<file path="src/rtl/vb_pkg.sv">
package vb_pkg;
    localparam int NUM_ENT = 2;

    typedef enum logic [1:0] {
        OCC_EMPTY = 2'd0,
        OCC_ONE   = 2'd1,
        OCC_TWO   = 2'd2
    } occ_e;

    typedef enum logic {
        RD_IDLE = 1'b0,
        RD_SEND = 1'b1
    } rd_e;
endpackage

</file>
<file path="src/rtl/vb_store.sv">
module vb_store
    import vb_pkg::*;
#(
    parameter int AW     = 34,
    parameter int BEAT_W = 128,
    parameter int BEATS  = 4
) (
    input  logic                          clk,
    input  logic                          rst_n,
    input  logic                          load_i,
    input  logic [AW-1:0]                 load_addr_i,
    input  logic [BEAT_W*BEATS-1:0]       load_line_i,
    input  logic                          wb_ready_i,
    output logic                          full_o,
    output logic                          wb_req_o,
    output logic                          wb_urgent_o,
    output logic [AW-1:0]                 wb_addr_o,
    output logic [BEAT_W-1:0]             wb_data_o,
    output logic [$clog2(BEATS)-1:0]      wb_beat_o,
    output logic                          head_o,
    output logic [NUM_ENT-1:0]            ent_valid_o,
    output logic [NUM_ENT-1:0][AW-1:0]    ent_addr_o,
    output logic [NUM_ENT-1:0][BEAT_W*BEATS-1:0] ent_line_o
);
    localparam int LINE_W = BEAT_W * BEATS;
    localparam int BW     = $clog2(BEATS);
    localparam logic [BW-1:0] LAST = BW'(BEATS - 1);

    occ_e                occ_q, occ_n;
    logic                head_q;
    logic [NUM_ENT-1:0]  vld_q;
    logic [BW-1:0]       beat_q;
    logic [AW-1:0]       addr_q [NUM_ENT];
    logic [LINE_W-1:0]   line_q [NUM_ENT];
    logic                load_ok;
    logic                retire;
    logic                slot;

    // output decode of the occupancy state
    always_comb begin
        wb_req_o    = 1'b0;
        wb_urgent_o = 1'b0;
        unique case (occ_q)
            OCC_EMPTY: begin
                wb_req_o    = 1'b0;
                wb_urgent_o = 1'b0;
            end
            OCC_ONE: begin
                wb_req_o    = 1'b1;
                wb_urgent_o = 1'b0;
            end
            OCC_TWO: begin
                wb_req_o    = 1'b1;
                wb_urgent_o = 1'b1;
            end
            default: begin
                wb_req_o    = 1'b0;
                wb_urgent_o = 1'b0;
            end
        endcase
    end

    assign full_o  = wb_urgent_o;
    assign load_ok = load_i && !full_o;
    assign retire  = wb_req_o && wb_ready_i && (beat_q == LAST);
    assign slot    = (occ_q == OCC_EMPTY) ? head_q : ~head_q;

    // next occupancy state
    always_comb begin
        occ_n = occ_q;
        unique case (occ_q)
            OCC_EMPTY: if (load_ok) occ_n = OCC_ONE;
            OCC_ONE: begin
                if (load_ok && !retire)      occ_n = OCC_TWO;
                else if (!load_ok && retire) occ_n = OCC_EMPTY;
                else                         occ_n = OCC_ONE;
            end
            OCC_TWO:   if (retire) occ_n = OCC_ONE;
            default:   occ_n = OCC_EMPTY;
        endcase
    end

    always_ff @(posedge clk or negedge rst_n) begin
        if (!rst_n) begin
            occ_q  <= OCC_EMPTY;
            head_q <= 1'b0;
            vld_q  <= '0;
            beat_q <= '0;
        end else begin
            occ_q <= occ_n;
            if (retire) begin
                head_q        <= ~head_q;
                vld_q[head_q] <= 1'b0;
            end
            if (load_ok)
                vld_q[slot] <= 1'b1;
            if (wb_req_o && wb_ready_i)
                beat_q <= (beat_q == LAST) ? '0 : beat_q + 1'b1;
        end
    end

    always_ff @(posedge clk) begin
        if (load_ok) begin
            addr_q[slot] <= load_addr_i;
            line_q[slot] <= load_line_i;
        end
    end

    assign wb_addr_o   = addr_q[head_q];
    assign wb_data_o   = line_q[head_q][beat_q*BEAT_W +: BEAT_W];
    assign wb_beat_o   = beat_q;
    assign head_o      = head_q;
    assign ent_valid_o = vld_q;

    for (genvar g = 0; g < NUM_ENT; g++) begin : g_ent
        assign ent_addr_o[g] = addr_q[g];
        assign ent_line_o[g] = line_q[g];
    end
endmodule

</file>
<file path="src/rtl/vb_match.sv">
module vb_match
    import vb_pkg::*;
#(
    parameter int AW  = 34,
    parameter int OFS = 6
) (
    input  logic                       probe_valid_i,
    input  logic [AW-1:0]              probe_addr_i,
    input  logic                       head_i,
    input  logic [NUM_ENT-1:0]         ent_valid_i,
    input  logic [NUM_ENT-1:0][AW-1:0] ent_addr_i,
    output logic                       hit_o,
    output logic                       sel_o
);
    logic [NUM_ENT-1:0] raw;

    for (genvar g = 0; g < NUM_ENT; g++) begin : g_cmp
        assign raw[g] = ent_valid_i[g] &&
                        (ent_addr_i[g][AW-1:OFS] == probe_addr_i[AW-1:OFS]);
    end

    assign hit_o = probe_valid_i && (|raw);
    // the older slot wins when both match
    assign sel_o = raw[head_i] ? head_i : ~head_i;
endmodule

</file>
<file path="src/rtl/vb_readout.sv">
module vb_readout
    import vb_pkg::*;
#(
    parameter int BEAT_W = 128,
    parameter int BEATS  = 4
) (
    input  logic                     clk,
    input  logic                     rst_n,
    input  logic                     start_i,
    input  logic [BEAT_W*BEATS-1:0]  line_i,
    input  logic [1:0]               kind_i,
    output logic                     rd_valid_o,
    output logic [$clog2(BEATS)-1:0] rd_beat_o,
    output logic [BEAT_W-1:0]        rd_data_o,
    output logic [1:0]               rd_kind_o
);
    localparam int LINE_W = BEAT_W * BEATS;
    localparam int BW     = $clog2(BEATS);
    localparam logic [BW-1:0] LAST = BW'(BEATS - 1);

    rd_e               st_q, st_n;
    logic [BW-1:0]     beat_q;
    logic [LINE_W-1:0] line_q;
    logic [1:0]        kind_q;
    logic              launch;

    assign launch = start_i && ((st_q == RD_IDLE) || (beat_q == LAST));

    always_comb begin
        st_n = st_q;
        unique case (st_q)
            RD_IDLE: st_n = launch ? RD_SEND : RD_IDLE;
            RD_SEND: begin
                if (beat_q == LAST) st_n = launch ? RD_SEND : RD_IDLE;
                else                st_n = RD_SEND;
            end
            default: st_n = RD_IDLE;
        endcase
    end

    always_ff @(posedge clk or negedge rst_n) begin
        if (!rst_n) begin
            st_q   <= RD_IDLE;
            beat_q <= '0;
        end else begin
            st_q <= st_n;
            if (launch)                beat_q <= '0;
            else if (st_q == RD_SEND)  beat_q <= beat_q + 1'b1;
        end
    end

    always_ff @(posedge clk) begin
        if (launch) begin
            line_q <= line_i;
            kind_q <= kind_i;
        end
    end

    always_comb begin
        rd_valid_o = 1'b0;
        unique case (st_q)
            RD_IDLE: rd_valid_o = 1'b0;
            RD_SEND: rd_valid_o = 1'b1;
            default: rd_valid_o = 1'b0;
        endcase
    end

    assign rd_beat_o = beat_q;
    assign rd_data_o = line_q[beat_q*BEAT_W +: BEAT_W];
    assign rd_kind_o = kind_q;
endmodule

</file>
<file path="src/rtl/victim_buf.sv">
module victim_buf
    import vb_pkg::*;
#(
    parameter int AW     = 34,
    parameter int BEAT_W = 128,
    parameter int BEATS  = 4
) (
    input  logic                     clk,
    input  logic                     rst_n,
    input  logic                     vic_load,
    input  logic [AW-1:0]            vic_addr,
    input  logic [BEAT_W*BEATS-1:0]  vic_line,
    output logic                     vic_full,
    output logic                     wb_req,
    output logic                     wb_urgent,
    input  logic                     wb_ready,
    output logic [AW-1:0]            wb_addr,
    output logic [BEAT_W-1:0]        wb_data,
    output logic [$clog2(BEATS)-1:0] wb_beat,
    input  logic                     snp_valid,
    input  logic [1:0]               snp_kind,
    input  logic [AW-1:0]            snp_addr,
    output logic                     snp_hit,
    output logic                     rd_valid,
    output logic [$clog2(BEATS)-1:0] rd_beat,
    output logic [BEAT_W-1:0]        rd_data,
    output logic [1:0]               rd_kind
);
    localparam int LINE_W = BEAT_W * BEATS;
    localparam int OFS    = $clog2(LINE_W / 8);

    logic                       head;
    logic                       sel;
    logic [NUM_ENT-1:0]         ent_valid;
    logic [NUM_ENT-1:0][AW-1:0] ent_addr;
    logic [NUM_ENT-1:0][LINE_W-1:0] ent_line;

    vb_store #(.AW(AW), .BEAT_W(BEAT_W), .BEATS(BEATS)) u_store (
        .clk         (clk),
        .rst_n       (rst_n),
        .load_i      (vic_load),
        .load_addr_i (vic_addr),
        .load_line_i (vic_line),
        .wb_ready_i  (wb_ready),
        .full_o      (vic_full),
        .wb_req_o    (wb_req),
        .wb_urgent_o (wb_urgent),
        .wb_addr_o   (wb_addr),
        .wb_data_o   (wb_data),
        .wb_beat_o   (wb_beat),
        .head_o      (head),
        .ent_valid_o (ent_valid),
        .ent_addr_o  (ent_addr),
        .ent_line_o  (ent_line)
    );

    vb_match #(.AW(AW), .OFS(OFS)) u_match (
        .probe_valid_i (snp_valid),
        .probe_addr_i  (snp_addr),
        .head_i        (head),
        .ent_valid_i   (ent_valid),
        .ent_addr_i    (ent_addr),
        .hit_o         (snp_hit),
        .sel_o         (sel)
    );

    vb_readout #(.BEAT_W(BEAT_W), .BEATS(BEATS)) u_rd (
        .clk        (clk),
        .rst_n      (rst_n),
        .start_i    (snp_hit),
        .line_i     (ent_line[sel]),
        .kind_i     (snp_kind),
        .rd_valid_o (rd_valid),
        .rd_beat_o  (rd_beat),
        .rd_data_o  (rd_data),
        .rd_kind_o  (rd_kind)
    );
endmodule

</file>
<file path="config.mk">
export PLATFORM = sky130hd
export DESIGN_NAME = victim_buf
export DESIGN_NICKNAME = d
export VERILOG_FILES = /design/src/rtl/vb_pkg.sv /design/src/rtl/vb_store.sv /design/src/rtl/vb_match.sv /design/src/rtl/vb_readout.sv /design/src/rtl/victim_buf.sv
export SDC_FILE = /design/constraint.sdc
export NUM_CORES = 2
export LEC_CHECK = 0
export ABC_AREA = 0
export BUFFER_PORTS_ARGS = -buffer_cell sky130_fd_sc_hd__buf_4
export CORE_ASPECT_RATIO = 0.6
export CORE_MARGIN = 8
export CORE_UTILIZATION = 50
export CTS_CLUSTER_DIAMETER = 40
export DETAILED_ROUTE_END_ITERATION = 8
export PLACE_DENSITY = 0.71
export SETUP_SLACK_MARGIN = 0.05
export SLEW_MARGIN = 20
export SYNTH_ARGS = -nofsm -noshare
export SYNTH_HDL_FRONTEND = slang
export SYNTH_SLANG_ARGS = --single-unit
</file>
<file path="constraint.sdc">
create_clock -name clk -period 27.5 [get_ports clk]
set_input_delay 0 -clock clk [delete_from_list [all_inputs] [get_ports clk]]
set_output_delay 0 -clock clk [all_outputs]
set_load 0.02 [all_outputs]
</file>
### Word-level counts from Yosys, hierarchy flattened

Memory sizes are Yosys's and may differ from the RTL's.
Index checks and enable logic that the tools add are counted.

* register bits after elaboration: 524
* memory bits (writable): 1092
* input port bits: 587
* output and inout port bits: 301
* logic and storage cells: 80
* memories: 2

Memories
* u_store.line_q: depth 2, width 512, rd ports 3, clocked after Yosys merged registers in 0, wr ports 1, RTL line vb_store.sv:34 `logic [LINE_W-1:0] line_q [NUM_ENT];`
* u_store.addr_q: depth 2, width 34, rd ports 3, clocked after Yosys merged registers in 0, wr ports 1, RTL line vb_store.sv:33 `logic [AW-1:0] addr_q [NUM_ENT];`

* add/sub/neg operators: 2
* $lt $le $gt $ge: 5
* eq/ne operators: 8
* shift-type cells: 2
* mux-type cells: 28
* bitwise operators: 5
* reductions and logical operators: 20

Operator list (count)
* $mux W512: 2
* $shiftx A512 B10 Y128: 2
* $eq A28 B28 Y1: 2
* $mux W2: 8
* $mux W1: 13
* $logic_and A1 B1 Y1: 11
* $eq A2 B2 Y1 const B: 3
* $lt A1 B2 Y1 const B: 3
* $pmux W2 S3: 1
* $add A2 B1 Y2 const B: 2
* $ne A2 B1 Y1 const B: 2
* $pmux W1 S2: 2
* $reduce_or A2 Y1: 2
* $logic_not A1 Y1: 3
* $and A2 B2 Y2: 1
* $demux W1 S1: 2
* $eq A2 B1 Y1 const B: 1
* $ge A1 B1 Y1 const B: 2
* $logic_not A2 Y1: 1
* $not A1 Y1: 2
* $not A2 Y2: 1
* $or A2 B2 Y2: 1
* $reduce_and A2 Y1: 1
* $reduce_bool A2 Y1: 1
* $logic_or A1 B1 Y1: 1

### Longest topological paths before layout

* depth in word-level cells: 9
* gate-level depth with buffers: 9
* gate-level depth less buffers: 7

### Cells and area by module

Synthesis repeated with hierarchy kept, for this count alone.

* cells, all modules: 2959
* area total of the unflattened synthesis: 67522.3 um2

By module, submodules not included
* vb_store: times used 1, cells an instance 1629, area each 41772.6 um2, sequential area each 32966.6 um2
* vb_readout: times used 1, cells an instance 681, area each 18676.7 um2, sequential area each 15509.9 um2
* victim_buf: times used 1, cells an instance 569, area each 6408.6 um2, sequential area each 0.0 um2
* vb_match: times used 1, cells an instance 80, area each 664.4 um2, sequential area each 0.0 um2

### Worst setup path after synthesis

Ideal clock, no wire load.

* path type: flip-flop to flip-flop
* from: register u_store.head_q (netlist: u_store.head_o)
* to: memory u_store.addr_q[0][0], enable pin
* library setup time: 1468 ps
* arrival time: 23835 ps
* required time: 26032 ps
* path slack: 2196 ps
* stages on the path, launching flop included: 6
* buffers on the path: 3
* period minus slack after synthesis: 25304 ps
* cells stage by stage: dfrtp_1 -> clkbuf_1 -> buf_2 -> buf_2 -> xnor2_1 -> nor2_1

* word-level cells in the longest chain between the ends: 2

Ends and longest elaborated chain
* from (decl): RTL line vb_store.sv:30 `logic head_q;`
* from (signal assigned): RTL line vb_store.sv:92 `head_q <= ~head_q;`
* $not A1 Y1: RTL line vb_store.sv:66 `assign slot = (occ_q == OCC_EMPTY) ? head_q : ~head_q;`
* $mux W1 (*): RTL line vb_store.sv:66
* to (decl): RTL line vb_store.sv:33

Mark *: on every way between the ends. The rest lies on a longest branch, timed or not.

==> summary.md <==
| Metric | Value |
|---|---|
| PostCTS Resize Cnt | 0 |
| Die area | 145,000 sq um |
| FF+latch area | 48,500 sq um |
| Setup slack after layout | 20.64 ns |
| Yosys top cell area share | 72.6% |
| Max-Cap Viols | 0 |
| RSZ-0062 raised after global routing | false |
| Crit-path cells | xor2_1 -> nor4_1 -> nand4_1 -> or4_1 -> dlygate4sd3_1 -> a21boi_1 -> and2_4 -> buf_4 -> buf_4 -> buf_4 |
| First-pass GRT wire length | approximately 260,000 um |
| Worst path top cell family by delay | buffers and inverters |
| CTS Root Cell | clkbuf_16 |
| Post CTS Setup Buffer Count | 0 |
| Avg WL per Cell | 25.6 um |
| # DRC | 0 |
| Final Cycle Share | 24.9% |
| Synth Net Count | 3,554 |
| Largest net degree at the start of global routing | 166 |
| GRT Residual Overflow | 0 |
| CP max-delay cell | buf_4 |
| Initial DRC count | 2,849 |
| Top FF cell, synth | edfxtp_1 |
| Peak Freq | 146 MHz |
| Post-DRT Antenna Nets | 0 |
| Most common cell on crit path | buf_4 |
| Peak supply drop | 0.0945 mV |
| Clk_lat worst skew | 0.77 ns |
| Initial antenna violation count | 44 |
| Row cnt | between 100 and 150 |
| Reg clk slew, reported paths | 0.07 ns |
| Leakage | about 32 nW |
| Total GRT Usage | 23.8% |
| I/O Pins | slightly below 900 |
| Number of hold-slack violations in the final timing report | 0 |
| Crit path max fanout | 79 |
| Dominant cell type by area after synthesis | edfxtp_1 |
| Outcome | finished, final reports clean |
| Synth async-reset ratio | 0.619% |
| Ys Warns | 0 |
| Crit. End Element | flop |
| Sequential area share after synthesis | 72.9% |
| Die Span X | around 490 um |
| Mapped Cells | 2,960 |
| CORE AREA | 132,000 sq um |
| Vias | 38,100 |
| Port bufs | between 800 and 900 |
| CP arrival | 7.23 ns |
| Routability cong. | 0.822 |
| Setup Skew | a little under 0.05 ns |
| Pwr Total | between 9 and 10 mW |
| Crit Path Class | reg2reg |
| Cts hold-fix bufs | roughly 1,100 |
| CP max stage delay | 0.93 ns |
| Initial core utilization | 50.5% |
| CTS Buf Count | 158 |
| DP Worst Slack | between 20 and 25 ns |
| Slew Limit Fails | 0 |
| Cells taking the most area after synthesis | edfxtp_1 73%, mux4_2 13%, mux2_1 8.1%, mux2_2 3.3%, xor2_1 0.45% |
| Clock sink count | between 1,500 and 2,000 |
| Setup violators final | 0 |
| Drt first pass iters | 7 |
| Period minus WS final | 6.86 ns |
| Worst slew margin | just under 20% |
| # placed instances | 5,504 |
| Fill cells | 7,970 |
| Non-filler instance count after layout | 6,911 |
| Pwr/cell area | 104 nW/um^2 |
| Synth Cell Area | 66,500 sq um |
| CTS tree | yes |
| Die H | 298 um |
| H-Tree Depth | 4 |
| Syn Area/Cell | roughly 22 sq um |
| Seq cells post-synth | 1,616 |
| HP Class | in2reg |
| Layout cells sized above 1 | 34.7% |
| Worst path bufs/invs | 4 |
| Final hold slack | 0.0453 ns |
| Number of flops mapped to enable cells by yosys | 1,606 |
| Startpoint types | flop |
| DP HPWL | 105,000 um |
| Area Growth Syn to Fin | 37.1% |
| Vias in the first global route | about 40,000 |
| Final WL | 177,000 um |
| DR vias/cell | 5.51 |
| Req. time, crit path | 27.87 ns |
| Clock buffer depth | 3 |
| Setup TNS | 0 ns |
| Multi-input logic area | about 17,000 sq um |
| Yosys cell types | 31 |
| Final nets | 5,547 |
| Worst Max-Slew Pin Slew | between 1 and 1.5 ns |
[stage by stage]
stage	area, sq um	util (%)
detailed placement	74900	56.9
global route	91100	69.2
global placement	74900	56.9
floorplan	66500	-
finish	91100	69.2
CTS	91000	69.1
[cell usage after synthesis, types with 5 or more instances]
cell / number
dfrtp_1: 10
buf_4: 39
buf_2: 42
nand2_1: 7
ha_1: 7
mux2_1: 480
xor2_1: 34
buf_1: 25
mux2_2: 196
clkbuf_1: 57
nand4_1: 8
nor4_1: 10
mux4_2: 384
edfxtp_1: 1606
nand2b_1: 5
xnor2_1: 24
[cell usage in the layout, fill, tap and decap left out, types with 5 or more instances in the layout]
cell type and n:
mux2_1 480, mux2_2 195, clkbuf_16 162, dfrtp_4 5
clkinvlp_4 10, clkinv_1 18, xnor2_1 24, dlygate4sd3_1 1072
clkinv_4 9, buf_4 915, buf_12 7, dfrtp_1 5
nor4_1 10, inv_6 13, nand2_1 7, nand4_1 8
ha_1 7, clkinv_2 27, bufinv_16 15, xor2_1 34
mux4_2 384, edfxtp_1 1606, clkbuf_1 21, nand2b_1 5
clkinv_8 5, diode_2 44
[power by group]
| group | switching, mW | internal, mW | total, mW |
|---|---|---|---|
| Combinational | 1.77 | 1.52 | 3.29 |
| Clock | 0.964 | 1.25 | 2.21 |
| Sequential | 0.316 | 3.66 | 3.98 |
[kinds of logic (layout without fill, tap and decap cells)]
family	count (synthesis)	in the layout	share of synthesized area, %
and+or+nand+nor	40	40	0.343
adders and majority gates	7	7	0.132
xor gates and xnor gates	58	58	0.764
other	0	44	0
buffers and inverters	166	2288	1.24
AOI/OAI and AO/OA	12	12	0.111
muxes	1061	1061	24.5
DFF	1616	1616	72.9
[area by class of cell]
type / count / share of cell area (%)
Inverter: 3 / 0.0124
Timing Repair Buffer: 1996 / 19.5
Tap cell: 1785 / 2.45
Multi-Input combinational cell: 1178 / 18.9
Antenna cell: 44 / 0.121
Sequential cell: 1616 / 53.2
Clock buffer: 186 / 4.58
Clock inverter: 103 / 1.23
[registers in the layout, indices dropped and copies added (netlist names)]
| name | flops |
|---|---|
| u_store.line_q | 1024 |
| u_rd.line_q | 512 |
| u_store.addr_q | 68 |
| u_rd.rd_beat_o | 2 |
| u_rd.rd_kind_o | 2 |
| u_store.ent_valid_o | 2 |
| u_store.occ_q | 2 |
| u_store.wb_beat_o | 2 |
| u_rd.st_q | 1 |
| u_store.head_o | 1 |
[routing by layer]
metal	GRT usage (%)	share of wire, %	vias to the layer above
li1	-	-	16500
met4	7.88	3.2	14
met2	40.7	51	1386
met1	30.4	39	19900
met3	5.16	6.7	302
met5	0	0.052	-
[path summary, 6_finish.rpt]
path / depth (start not counted) / slack [ns] / from / end
max: 10 / 20.64 / u_store.addr_q[1][26] / u_rd.line_q[3]
min: 2 / 0.05 / vic_line[100] / u_store.line_q[0][100]
max reg2reg: 10 / 20.64 / u_store.addr_q[1][26] / u_rd.line_q[3]
min reg2reg: 1 / 0.52 / u_store.ent_valid_o[1] / u_store.ent_valid_o[1]
max in group asynchronous: 3 / 26.80 / rst_n / u_rd.rd_beat_o[1]
min in group asynchronous: 3 / 0.30 / rst_n / u_rd.rd_beat_o[0]
(Power assumes the default switching activity.)
